## config.mk

```make
export PLATFORM = sky130hd
export DESIGN_NAME = wp_seq_top
export DESIGN_NICKNAME = d
export VERILOG_FILES = /design/src/rtl/wp_seq_pkg.sv /design/src/rtl/wp_seq_ctrl.sv /design/src/rtl/wp_seq_dp.sv /design/src/rtl/wp_seq_top.sv
export SDC_FILE = /design/constraint.sdc
export NUM_CORES = 1
export LEC_CHECK = 0
export ABC_AREA = 1
export ABC_CLOCK_PERIOD_IN_PS = 1620
export BUFFER_PORTS_ARGS = -buffer_cell sky130_fd_sc_hd__buf_2
export CORE_UTILIZATION = 28
export DETAILED_ROUTE_END_ITERATION = 10
export HOLD_SLACK_MARGIN = 0.02
export SLEW_MARGIN = 25
export SYNTH_ARGS = -nofsm -noshare
export SYNTH_HDL_FRONTEND = slang
export SYNTH_SLANG_ARGS = --single-unit
```

## constraint.sdc

```tcl
create_clock -name clk -period 1.62 [get_ports clk]
set_input_delay 0.243 -clock clk [delete_from_list [all_inputs] [get_ports clk]]
set_output_delay 0.243 -clock clk [all_outputs]
set_load 0.05 [all_outputs]
```

## src/rtl/wp_seq_pkg.sv

```systemverilog
`timescale 1ns/1ps
package wp_seq_pkg;
  localparam logic [10:0] KEY_ADDR_HI = 11'h555;
  localparam logic [10:0] KEY_ADDR_LO = 11'h2AA;
  localparam logic [7:0]  KEY_STEP1   = 8'hAA;
  localparam logic [7:0]  KEY_STEP2   = 8'h55;
  localparam logic [7:0]  KEY_SET     = 8'hA0;
  localparam logic [7:0]  KEY_DIS     = 8'h80;
  localparam logic [7:0]  KEY_CLR     = 8'h20;

  typedef enum logic [2:0] {
    SqIdle, SqA1, SqA2, SqD3, SqD4, SqD5, SqWin
  } seqState_t;

  typedef struct packed {
    logic k1;    // AAh at 555h
    logic k2;    // 55h at 2AAh
    logic kSet;  // A0h at 555h
    logic kDis;  // 80h at 555h
    logic kClr;  // 20h at 555h
  } keyHit_t;

  typedef struct packed {
    logic setProt;
    logic clrProt;
    logic winOpen;
  } ctlStrobe_t;
endpackage

```

## src/rtl/wp_seq_ctrl.sv

```systemverilog
`timescale 1ns/1ps
module wp_seq_ctrl
  import wp_seq_pkg::*;
(
  input  logic       clk,
  input  logic       rstN,
  input  logic       wrValid,
  input  logic       pageEnd,
  input  keyHit_t    hit,
  output ctlStrobe_t ctl
);
  seqState_t state, stateNxt;
  logic setNxt, clrNxt;

  always_comb begin
    stateNxt = state;
    setNxt   = 1'b0;
    clrNxt   = 1'b0;
    if (wrValid) begin
      case (state)
        SqIdle: stateNxt = hit.k1 ? SqA1 : SqIdle;
        SqA1:   stateNxt = hit.k2 ? SqA2 : SqIdle;
        SqA2: begin
          if (hit.kSet) begin
            stateNxt = SqWin;
            setNxt   = 1'b1;
          end else if (hit.kDis) begin
            stateNxt = SqD3;
          end else begin
            stateNxt = SqIdle;
          end
        end
        SqD3:   stateNxt = hit.k1 ? SqD4 : SqIdle;
        SqD4:   stateNxt = hit.k2 ? SqD5 : SqIdle;
        SqD5: begin
          stateNxt = SqIdle;
          clrNxt   = hit.kClr;
        end
        SqWin:  stateNxt = SqWin;
        default: stateNxt = SqIdle;
      endcase
    end
    if (pageEnd && state == SqWin) stateNxt = SqIdle;
  end

  always_ff @(posedge clk or negedge rstN) begin
    if (!rstN) state <= SqIdle;
    else       state <= stateNxt;
  end

  always_comb begin
    ctl.setProt = setNxt;
    ctl.clrProt = clrNxt;
    ctl.winOpen = (state == SqWin);
  end

  // a completed set code opens the page window on the next cycle
  a_r2_set_opens_window: assert property (@(posedge clk) disable iff (!rstN)
    ctl.setProt |=> ctl.winOpen);

  // page end closes an open window
  a_r6_end_closes: assert property (@(posedge clk) disable iff (!rstN)
    (ctl.winOpen && pageEnd) |=> !ctl.winOpen);

  // a broken second step falls back to idle, so no window follows
  a_r8_break_idle: assert property (@(posedge clk) disable iff (!rstN)
    (state == SqA1 && wrValid && !hit.k2) |=> (state == SqIdle));
endmodule

```

## src/rtl/wp_seq_dp.sv

```systemverilog
`timescale 1ns/1ps
module wp_seq_dp
  import wp_seq_pkg::*;
#(
  parameter int ADDR_W   = 11,
  parameter int DATA_W   = 8,
  parameter int PAGE_LSB = 6
) (
  input  logic              clk,
  input  logic              rstN,
  input  logic              nvInitN,
  input  logic              wrValid,
  input  logic [ADDR_W-1:0] wrAddr,
  input  logic [DATA_W-1:0] wrData,
  input  logic              eraseReq,
  input  ctlStrobe_t        ctl,
  output keyHit_t           hit,
  output logic              wrAllow,
  output logic              eraseAllow,
  output logic              protOn
);
  localparam int PAGE_W = ADDR_W - PAGE_LSB;

  logic              protFlag;
  logic              pageHeld;
  logic [PAGE_W-1:0] pageReg;
  logic [PAGE_W-1:0] pageCur;
  logic              atHi, atLo, pageHit;

  assign pageCur = wrAddr[ADDR_W-1:PAGE_LSB];
  assign atHi    = (wrAddr == ADDR_W'(KEY_ADDR_HI));
  assign atLo    = (wrAddr == ADDR_W'(KEY_ADDR_LO));

  always_comb begin
    hit.k1   = atHi && (wrData == DATA_W'(KEY_STEP1));
    hit.k2   = atLo && (wrData == DATA_W'(KEY_STEP2));
    hit.kSet = atHi && (wrData == DATA_W'(KEY_SET));
    hit.kDis = atHi && (wrData == DATA_W'(KEY_DIS));
    hit.kClr = atHi && (wrData == DATA_W'(KEY_CLR));
  end

  // nonvolatile protect flag: only the initialisation reset clears it
  always_ff @(posedge clk or negedge nvInitN) begin
    if (!nvInitN)         protFlag <= 1'b0;
    else if (ctl.setProt) protFlag <= 1'b1;
    else if (ctl.clrProt) protFlag <= 1'b0;
  end

  // page captured by the first write of a window
  always_ff @(posedge clk or negedge rstN) begin
    if (!rstN) begin
      pageHeld <= 1'b0;
      pageReg  <= '0;
    end else if (!ctl.winOpen) begin
      pageHeld <= 1'b0;
    end else if (wrValid && !pageHeld) begin
      pageHeld <= 1'b1;
      pageReg  <= pageCur;
    end
  end

  assign pageHit    = (pageReg == pageCur);
  assign wrAllow    = wrValid && (!protFlag || (ctl.winOpen && (!pageHeld || pageHit)));
  assign eraseAllow = eraseReq && !protFlag;
  assign protOn     = protFlag;

  // protected writes outside a window never pass
  a_r3_blocked: assert property (@(posedge clk) disable iff (!rstN || !nvInitN)
    (protFlag && !ctl.winOpen) |-> !wrAllow);

  // erase never passes while protected
  a_r4_erase_blocked: assert property (@(posedge clk) disable iff (!rstN || !nvInitN)
    protOn |-> !eraseAllow);

  // a window only exists while protected
  a_r5_window_protected: assert property (@(posedge clk) disable iff (!rstN || !nvInitN)
    ctl.winOpen |-> protFlag);

  // a completed clear code leaves the flag low
  a_r7_clear_takes: assert property (@(posedge clk) disable iff (!rstN || !nvInitN)
    ctl.clrProt |=> !protOn);

  // the flag moves only on a code strobe
  a_r9_flag_stable: assert property (@(posedge clk) disable iff (!nvInitN)
    (!ctl.setProt && !ctl.clrProt) |=> $stable(protOn));
endmodule

```

## src/rtl/wp_seq_top.sv

```systemverilog
`timescale 1ns/1ps
module wp_seq_top
  import wp_seq_pkg::*;
#(
  parameter int ADDR_W   = 11,
  parameter int DATA_W   = 8,
  parameter int PAGE_LSB = 6
) (
  input  logic              clk,
  input  logic              rstN,
  input  logic              nvInitN,
  input  logic              wrValid,
  input  logic [ADDR_W-1:0] wrAddr,
  input  logic [DATA_W-1:0] wrData,
  input  logic              pageEnd,
  input  logic              eraseReq,
  output logic              wrAllow,
  output logic              eraseAllow,
  output logic              protOn
);
  keyHit_t    hit;
  ctlStrobe_t ctl;

  wp_seq_ctrl u_ctrl (
    .clk     (clk),
    .rstN    (rstN),
    .wrValid (wrValid),
    .pageEnd (pageEnd),
    .hit     (hit),
    .ctl     (ctl)
  );

  wp_seq_dp #(
    .ADDR_W   (ADDR_W),
    .DATA_W   (DATA_W),
    .PAGE_LSB (PAGE_LSB)
  ) u_dp (
    .clk        (clk),
    .rstN       (rstN),
    .nvInitN    (nvInitN),
    .wrValid    (wrValid),
    .wrAddr     (wrAddr),
    .wrData     (wrData),
    .eraseReq   (eraseReq),
    .ctl        (ctl),
    .hit        (hit),
    .wrAllow    (wrAllow),
    .eraseAllow (eraseAllow),
    .protOn     (protOn)
  );
endmodule

```

# Word-level counts from Yosys, hierarchy flattened
# Index checks and enable logic that the tools add are counted.
# W data, S select, Z words.
[word_totals]
register_bits = 10
in_bits = 25
out_inout_bits = 3
elab_cells = 55
[op_classes]
reduce_logical = 18
n_eq_ne = 15
mux = 18
[ops]
columns = ["cell", "n"]
rows = [
  ["$eq A8 B8 Y1 const B", 3],
  ["$pmux W3 S6", 1],
  ["$mux W3", 5],
  ["$eq A11 B10 Y1 const B", 1],
  ["$eq A11 B11 Y1 const B", 1],
  ["$logic_and A1 B1 Y1", 10],
  ["$mux W1", 10],
  ["$eq A3 B3 Y1 const B", 3],
  ["$eq A8 B6 Y1 const B", 1],
  ["$eq A8 B7 Y1 const B", 1],
  ["$eq A3 B2 Y1 const B", 2],
  ["$eq A5 B5 Y1", 1],
  ["$mux W2", 2],
  ["$reduce_bool A2 Y1", 2],
  ["$eq A3 B1 Y1 const B", 1],
  ["$logic_not A3 Y1", 1],
  ["$logic_not A1 Y1", 2],
  ["$logic_or A1 B1 Y1", 2],
  ["$ne A2 B2 Y1 const B", 1],
  ["$reduce_and A2 Y1", 1],
]

# Depth between registers and ports, before layout
# Gate-level depths: netlist of the first run.
[depth]
depth_word = 7
ltp_mapped = 9
ltp_nobuf = 9

# Modules after synthesis
# A second synthesis of the first run with hierarchy kept.
[hier_totals]
cells_unflattened = 141
area_unflattened_um2 = 844.6
[by_module_without_submodules]
columns = ["mod", "n_inst", "seq_area_each_um2", "area_each_um2", "cells_each"]
rows = [
  ["wp_seq_dp", 1, 175.2, 541.8, 93],
  ["wp_seq_ctrl", 1, 75.1, 302.8, 48],
]

# Worst setup path after synthesis of the first run
# No wires, ideal clock.
[synth_path]
kind = "register -> output"
from = "register u_dp.protFlag, in the netlist u_dp.protOn"
to = "output port wrAllow"
slack_ns = -0.365
n_path_buf = 0
arrival_ns = 1.742
stages_incl_launch_ff = 2
path_cell_list = "dfrtp_1 > o21ai_0"
[synth_between]
elab_chain_len = 3
[synth_rtl]
columns = ["element", "line", "source"]
rows = [
  ["start: declaration", "wp_seq_dp.sv:24", "logic protFlag;"],
  ["start signal: assignment", "wp_seq_dp.sv:44", "if (!nvInitN) protFlag <= 1'b0;"],
  ["start signal: assignment", "wp_seq_dp.sv:45", "else if (ctl.setProt) protFlag <= 1'b1;"],
  ["start signal: assignment", "wp_seq_dp.sv:46", "else if (ctl.clrProt) protFlag <= 1'b0;"],
  ["$logic_not A1 Y1", "wp_seq_dp.sv:63", "assign wrAllow = wrValid && (!protFlag || (ctl.winOpen && (!pageHeld || pageHit)));"],
  ["$logic_or A1 B1 Y1", "wp_seq_dp.sv:63", ""],
  ["$logic_and A1 B1 Y1", "wp_seq_dp.sv:63", ""],
  ["end: declaration", "wp_seq_top.sv:17", "output logic wrAllow,"],
]
# Every way passes these cells.

# Final worst setup path of the first run
[layout_path]
from = "register u_dp.pageReg[0]"
to = "output port wrAllow"
[layout_between]
elab_chain_len = 5
[layout_rtl]
columns = ["element", "line", "source"]
rows = [
  ["start: declaration", "wp_seq_dp.sv:26", "logic [PAGE_W-1:0] pageReg;"],
  ["start signal: assignment", "wp_seq_dp.sv:58", "pageReg <= pageCur;"],
  ["$eq A5 B5 Y1", "wp_seq_dp.sv:62", "assign pageHit = (pageReg == pageCur);"],
  ["$logic_or A1 B1 Y1", "wp_seq_dp.sv:63", ""],
  ["$logic_and A1 B1 Y1", "wp_seq_dp.sv:63", ""],
  ["$logic_or A1 B1 Y1", "wp_seq_dp.sv:63", ""],
  ["$logic_and A1 B1 Y1", "wp_seq_dp.sv:63", ""],
]
# Every way passes these cells.

==> results of run 1 <==
[state kept, by name, indices dropped and copies added (netlist names)]
register and count:
u_dp.protOn 1, u_dp.pageReg 5, u_ctrl.state 3, u_dp.pageHeld 1
[synth_stat cells (3+ instances only)]
cell type	instances
xor2_1	3
dfrtp_1	10
inv_2	3
nand3_1	15
nor2_1	19
nor3_1	8
nand2_1	35
inv_1	23
o21ai_1	4
[layer usage]
layer / up-vias / share of wire, % / wire [um] / GRT usage, %
li1: 482 / - / - / -
met1: 402 / 46 / 906 / 17.4
met2: 23 / 48 / 954 / 25.3
met3: 0 / 6.3 / 126 / 5.12
met4: 0 / 0 / 0 / 2.50
met5: - / 0 / 0 / 0
[cell type report]
| cell class | count | area [um2] | area share [%] |
|---|---|---|---|
| Clock buffer | 4 | 36.3 | 3.38 |
| Multi-Input combinational cell | 95 | 460 | 42.8 |
| Sequential cell | 10 | 250 | 23.3 |
| Timing Repair Buffer | 33 | 191 | 17.8 |
| Tap cell | 31 | 38.8 | 3.61 |
| Inverter | 26 | 97.6 | 9.08 |
[metrics by stage]
| stage | setup WS, ps | hold WS [ps] | TNS [ps] | std cells | utilization (%) |
|---|---|---|---|---|---|
| 2_1_floorplan | 14.0 | -52.6 | 0 | 131 | - |
| 5_1_grt | -137 | 234 | -137 | 199 | 39.3 |
| 3_5_place_dp | 144 | 19.4 | 0 | 192 | 36.6 |
| 3_3_place_gp | 155 | 18.9 | 0 | 192 | 36.6 |
| 6_report | -10.5 | 224 | -10.5 | 199 | 39.3 |
| 4_1_cts | -83.0 | 222 | -83.0 | 199 | 39.0 |
[power by group through the flow]
stage	clock, W	combinational (W)	sequential, W
final	0.000232	0.000101	0.000249
after global routing	0.000257	0.000114	0.000249
after CTS	0.000240	0.000101	0.000249
after detailed placement	0	0.0000956	0.000254
after global placement	0	0.0000953	0.000254
after floorplan	0	0.0000445	0.000254
[final timing paths]
path / from / to / slack [ps] / depth (start not counted)
max: u_dp.pageReg[0] / wrAllow / -10 / 7
min: wrValid / u_dp.protOn / 220 / 3
min reg2reg: u_dp.pageReg[0] / u_dp.pageReg[0] / 510 / 2
max reg2reg: u_ctrl.state[0] / u_ctrl.state[1] / 270 / 10
min in group asynchronous: nvInitN / u_dp.protOn / 270 / 2
max in group asynchronous: rstN / u_ctrl.state[2] / 1080 / 2
[critical path: stages, from the launching register on]
cell	delay (ps)
dfrtp_1	390
xor2_1	140
nor3_1	130
nand3_1	100
nand2_1	70
nand2_1	60
o21ai_2	60
buf_6	170
[cell usage in the layout, fill, tap and decap left out, types with 2 or more instances in the layout]
cell and instances:
xor2_1 3, nor3_1 8, nor2_1 19, o21ai_1 4
buf_4 4, clkbuf_4 3, nand3_1 15, o21ai_2 2
dlygate4sd3_1 2, dfrtp_1 10, inv_2 3, buf_2 26
nand2_1 35, inv_1 23
[timing repair]
action,CTS,global route
hold buffers,2,0
setup endpoints to repair,1,1
resized for setup,1,2
hold endpoints to repair,10,0
pin swaps,1,0
buffers inserted,1,0
[cells by family after synthesis]
| logic type | Yosys count | share of synthesized area [%] |
|---|---|---|
| AND/OR/NAND/NOR | 83 | 46.7 |
| AO/OA/AOI/OAI | 8 | 5.75 |
| XOR/XNOR | 4 | 4.36 |
| flip-flops | 10 | 31.1 |
| buffers and inverters | 26 | 12.1 |
==> flow_summary.toml, run 1 <==
[outcome]
status = "finished, violations left"
failed_checks = "design-rule violations, negative setup slack"

[global_routing]
grt.overflow.total = 0
grt_pass1_vias = 911
grt_pass1_wl_um = 3580
grt_max_degree = 11
grt_usage_pct = 14.5
antenna_found_initial = 0

[cts]
cts_inserted_buffers = 3
cts_buffer_depth = 2
clock_latency_ps = 270
tritoncts = "yes"
htreeDepth = 1
clk_pin_slew_ps = 80
clockRootBuffer = "clkbuf_4"
cts.sinks = 10

[job]
drv_cap = 0

[drt]
dr.first_iter.drc_count = 31
vias = 907
ant_nets = 0
wirelength_um = 1990
avgViaCountPerCell = 4.56
drt_pass1_iterations = 7
avgRoutedWirePerCell_um = 9.98
drc_errors = 2

[pwr]
seq_power_share_pct = 42.8
netSwitchingPower_w = 0.000154
p_leak_nw = 0.579
powerDensity_nw_per_um2 = 542
comb_power_share_pct = 17.3
power_w = 0.000583
ir_drop_mv = 0.537
p_int_w = 0.000428
switching_share_pct = 26.5
clockPowerShare_pct = 39.9

[placement]
dpl-instance-area_um2 = 1000
io_buffers = 27
gp_congestion = 0.869
dpl.hpwl_um = 1690

[worst_setup_path]
cp-end-kind = "primary output"
arrival_ps = 1390
setup.worst_path.class = "flip-flop to primary output"
critPathRequiredTime_ps = 1380
crit_fanout = 2
critPathLaunchType = "flip-flop"

[sta]
period_needed_ps = 1630
setup_violations = 1
drv_slew = 0
fmax_ghz = 0.613
hold_violations = 0
worst_pin_slew_ps = 259
setup_ws_ps = -10.5
finClkSkew_ps = 9.12
min_period_over_period_pct = 101
rsz0062_at_grt = "yes"
slew_headroom_pct = 82.7

[yosys]
synth_edf_count = 0
synthDistinctLibCells = 20
syn_area_per_cell_um2 = 6.14
async_flop_share_pct = 100
seq_area_frac_synth_pct = 31.1
yosys-top-cells-area = "dfrtp_1 31%, nand2_1 16%, inv_1 11%"
synth.net_count = 156
syn_inst = 131
synthFlopType = "dfrtp_1"
synth_area_um2 = 805
yosysTopAreaCellShare_pct = 31.1
synth-seq-cells = 10
yosysWarningCount = 0
synth_area_leader_cell = "dfrtp_1"

[die]
dieArea_um2 = 3090
fp.coreArea_um2 = 2730
die_y_um = 55.6
die_x_um = 55.6
placement_rows = 19
io_pins = 28
initial_core_util_pct = 29.4

[cells_and_area]
num-fill-cells = 299
fin_nets = 194
fin_area_um2 = 1070
n_antenna_cell = 0
drive_above_1_share_pct = 25.6
syn2layout_area_growth_pct = 33.6

[hold_path]
min_path_type = "input pin to flip-flop"
No activity file was read; power rests on OpenSTA's default activity.
==> inputs of run 2 (changes only) <==
--- a/config.mk
+++ b/config.mk
@@ -8,9 +8,10 @@
 export ABC_AREA = 1
 export ABC_CLOCK_PERIOD_IN_PS = 1620
 export BUFFER_PORTS_ARGS = -buffer_cell sky130_fd_sc_hd__buf_2
-export CORE_UTILIZATION = 28
+export CORE_UTILIZATION = 40
 export DETAILED_ROUTE_END_ITERATION = 10
 export HOLD_SLACK_MARGIN = 0.02
+export PLACE_DENSITY = 0.73
 export SLEW_MARGIN = 25
 export SYNTH_ARGS = -nofsm -noshare
 export SYNTH_HDL_FRONTEND = slang
==> run 2 against run 1 <==
Net effect:
- the flow finishes with violations (negative setup slack)
- non-clock buffer count unchanged
- first-iteration DRC count decreased by 39%
- sequential share of layout area increased by 0.054 points
- die area decreased by 29%
- routed wire length increased by 1.6%
- critical path depth unchanged
- setup slack got worse by 65 ps
- sequential power about the same
- register-to-register slack got worse by 60 ps
- cell count decreased by 3.0%
- global-route usage increased by 7.6 points
- critical endpoint unchanged
==> flow_summary.toml, run 2 (synthesis gave the netlist of run 1 again) <==
[outcome]
status = "finished, violations left"
failed_checks = "negative setup slack"

[global_routing]
grt_max_degree = 11
grt.overflow.total = 0
grt_pass1_vias = 898
grt_usage_pct = 22.1
antenna_found_initial = 0
grt_pass1_wl_um = 3380

[cts]
cts_buffer_depth = 2
cts.sinks = 10
clk_pin_slew_ps = 70
clockRootBuffer = "clkbuf_4"
tritoncts = "yes"
cts_inserted_buffers = 3
clock_latency_ps = 270
htreeDepth = 1

[worst_setup_path]
cp-end-kind = "primary output"
cp_cell_sequence = "xor2_1, nor3_2, nand3_1, nand2_1, nand2_1, o21ai_2, buf_6"
crit_fanout = 2
critPathSlowestCell = "dfrtp_1"
path_common_cell = "nand2_1"
critPathLaunchType = "flip-flop"
setup.worst_path.class = "flip-flop to primary output"
arrival_ps = 1450
critPathRequiredTime_ps = 1380
crit_path_max_incr_delay_ps = 400
cp_top_family = "flip-flops"
crit_buf_inv = 1

[pwr]
ir_drop_mv = 0.405
powerDensity_nw_per_um2 = 541
p_leak_nw = 0.580

[placement]
gp_congestion = 0.869
io_buffers = 27
dpl.hpwl_um = 1670
placement.setup.worst_slack_ps = 96.7

[cells_and_area]
fin_util_pct = 59.5
layout_commonest_cell = "nand2_1"
n_antenna_cell = 0
max_flop_register = "u_dp.pageReg"
layout_common_cells = "35 x nand2_1, 26 x buf_2, 23 x inv_1"
largestRegisters = "u_dp.pageReg (5), u_ctrl.state (3)"
fin_nets = 194
syn2layout_area_growth_pct = 33.3
drive_above_1_share_pct = 26.2
largest_reg_flops = 5
num-fill-cells = 194

[sta]
fmax_ghz = 0.590
hold_violations = 0
finClkSkew_ps = 4.78
rsz0062_at_grt = "yes"
setup_ws_ps = -75.9
fin_tns_setup_ps = -75.9
whs_ps = 225
period_needed_ps = 1700
setup_violations = 1
slew_headroom_pct = 81.7
drv_slew = 0
worst_pin_slew_ps = 274
min_period_over_period_pct = 105

[die]
initial_core_util_pct = 44.7
dieArea_um2 = 2190
placement_rows = 15
die_y_um = 46.8
die_x_um = 46.8
fp.coreArea_um2 = 1800
io_pins = 28

[drt]
ant_nets = 0
avgViaCountPerCell = 4.65
avgRoutedWirePerCell_um = 10.5
drc_errors = 0
vias = 898
dr.first_iter.drc_count = 19
drt_pass1_iterations = 4
wirelength_um = 2020

[job]
drv_cap = 0

[hold_path]
min_path_type = "input pin to flip-flop"
==> run 2: layout make-up <==
cell class                      count  area, um2  share of cell area (%)
Sequential cell                    10        250                    23.3
Timing Repair Buffer               33        191                    17.9
Tap cell                           25       31.3                    2.92
Clock buffer                        4       36.3                    3.38
Inverter                           26       97.6                    9.10
Multi-Input combinational cell     95        465                    43.4
==> run 2: timing repair <==
action / 4_1_cts / 5_1_grt
pin swaps: 0 / 2
endpoints found under the hold margin: 10 / 0
gates resized for setup: 2 / 2
setup endpoints to repair: 1 / 1
setup buffers: 1 / 1
hold buffers: 2 / 0
==> run 2: routing by layer <==
layer	wire [um]	vias to the layer above	track usage, %	part of all wire (%)
met4	5	0	3.43	0.25
li1	-	479	-	-
met2	1030	21	41.7	51
met1	870	396	24.5	43
met3	111	2	6.92	5.5
met5	0	-	0	0
==> run 2: tightest hold or removal path, delay by kind of cell <==
family        cells  cell delay, ps
simple gates      2             110
buf+inv           1             100
==> run 2: metrics by stage <==
stage                     cell area, um2  power (W)  cells
after floorplan                      805   0.000299    131
after global routing                1070   0.000614    193
after CTS                           1060   0.000585    192
after global placement               986   0.000347    185
final                               1070   0.000580    193
after detailed placement             986   0.000349    185
==> run 2: worst paths after layout <==
check,startpoint,depth (start not counted),slack (ps),end
max,u_dp.pageReg[0],7,-80,wrAllow
min,wrValid,3,230,u_dp.protOn
max reg2reg,u_ctrl.state[0],10,210,u_ctrl.state[1]
min reg2reg,u_dp.pageReg[4],2,520,u_dp.pageReg[4]
max in group asynchronous,rstN,2,1070,u_ctrl.state[2]
min in group asynchronous,nvInitN,2,270,u_dp.protOn
==> run 2: power by group <==
| part | internal (W) | switching (W) | total [W] |
|---|---|---|---|
| clock network | 0.000137 | 0.0000919 | 0.000229 |
| logic | 0.0000426 | 0.0000589 | 0.000102 |
| registers | 0.000249 | 0.000000000126 | 0.000249 |
| total | 0.000429 | 0.000151 | 0.000580 |
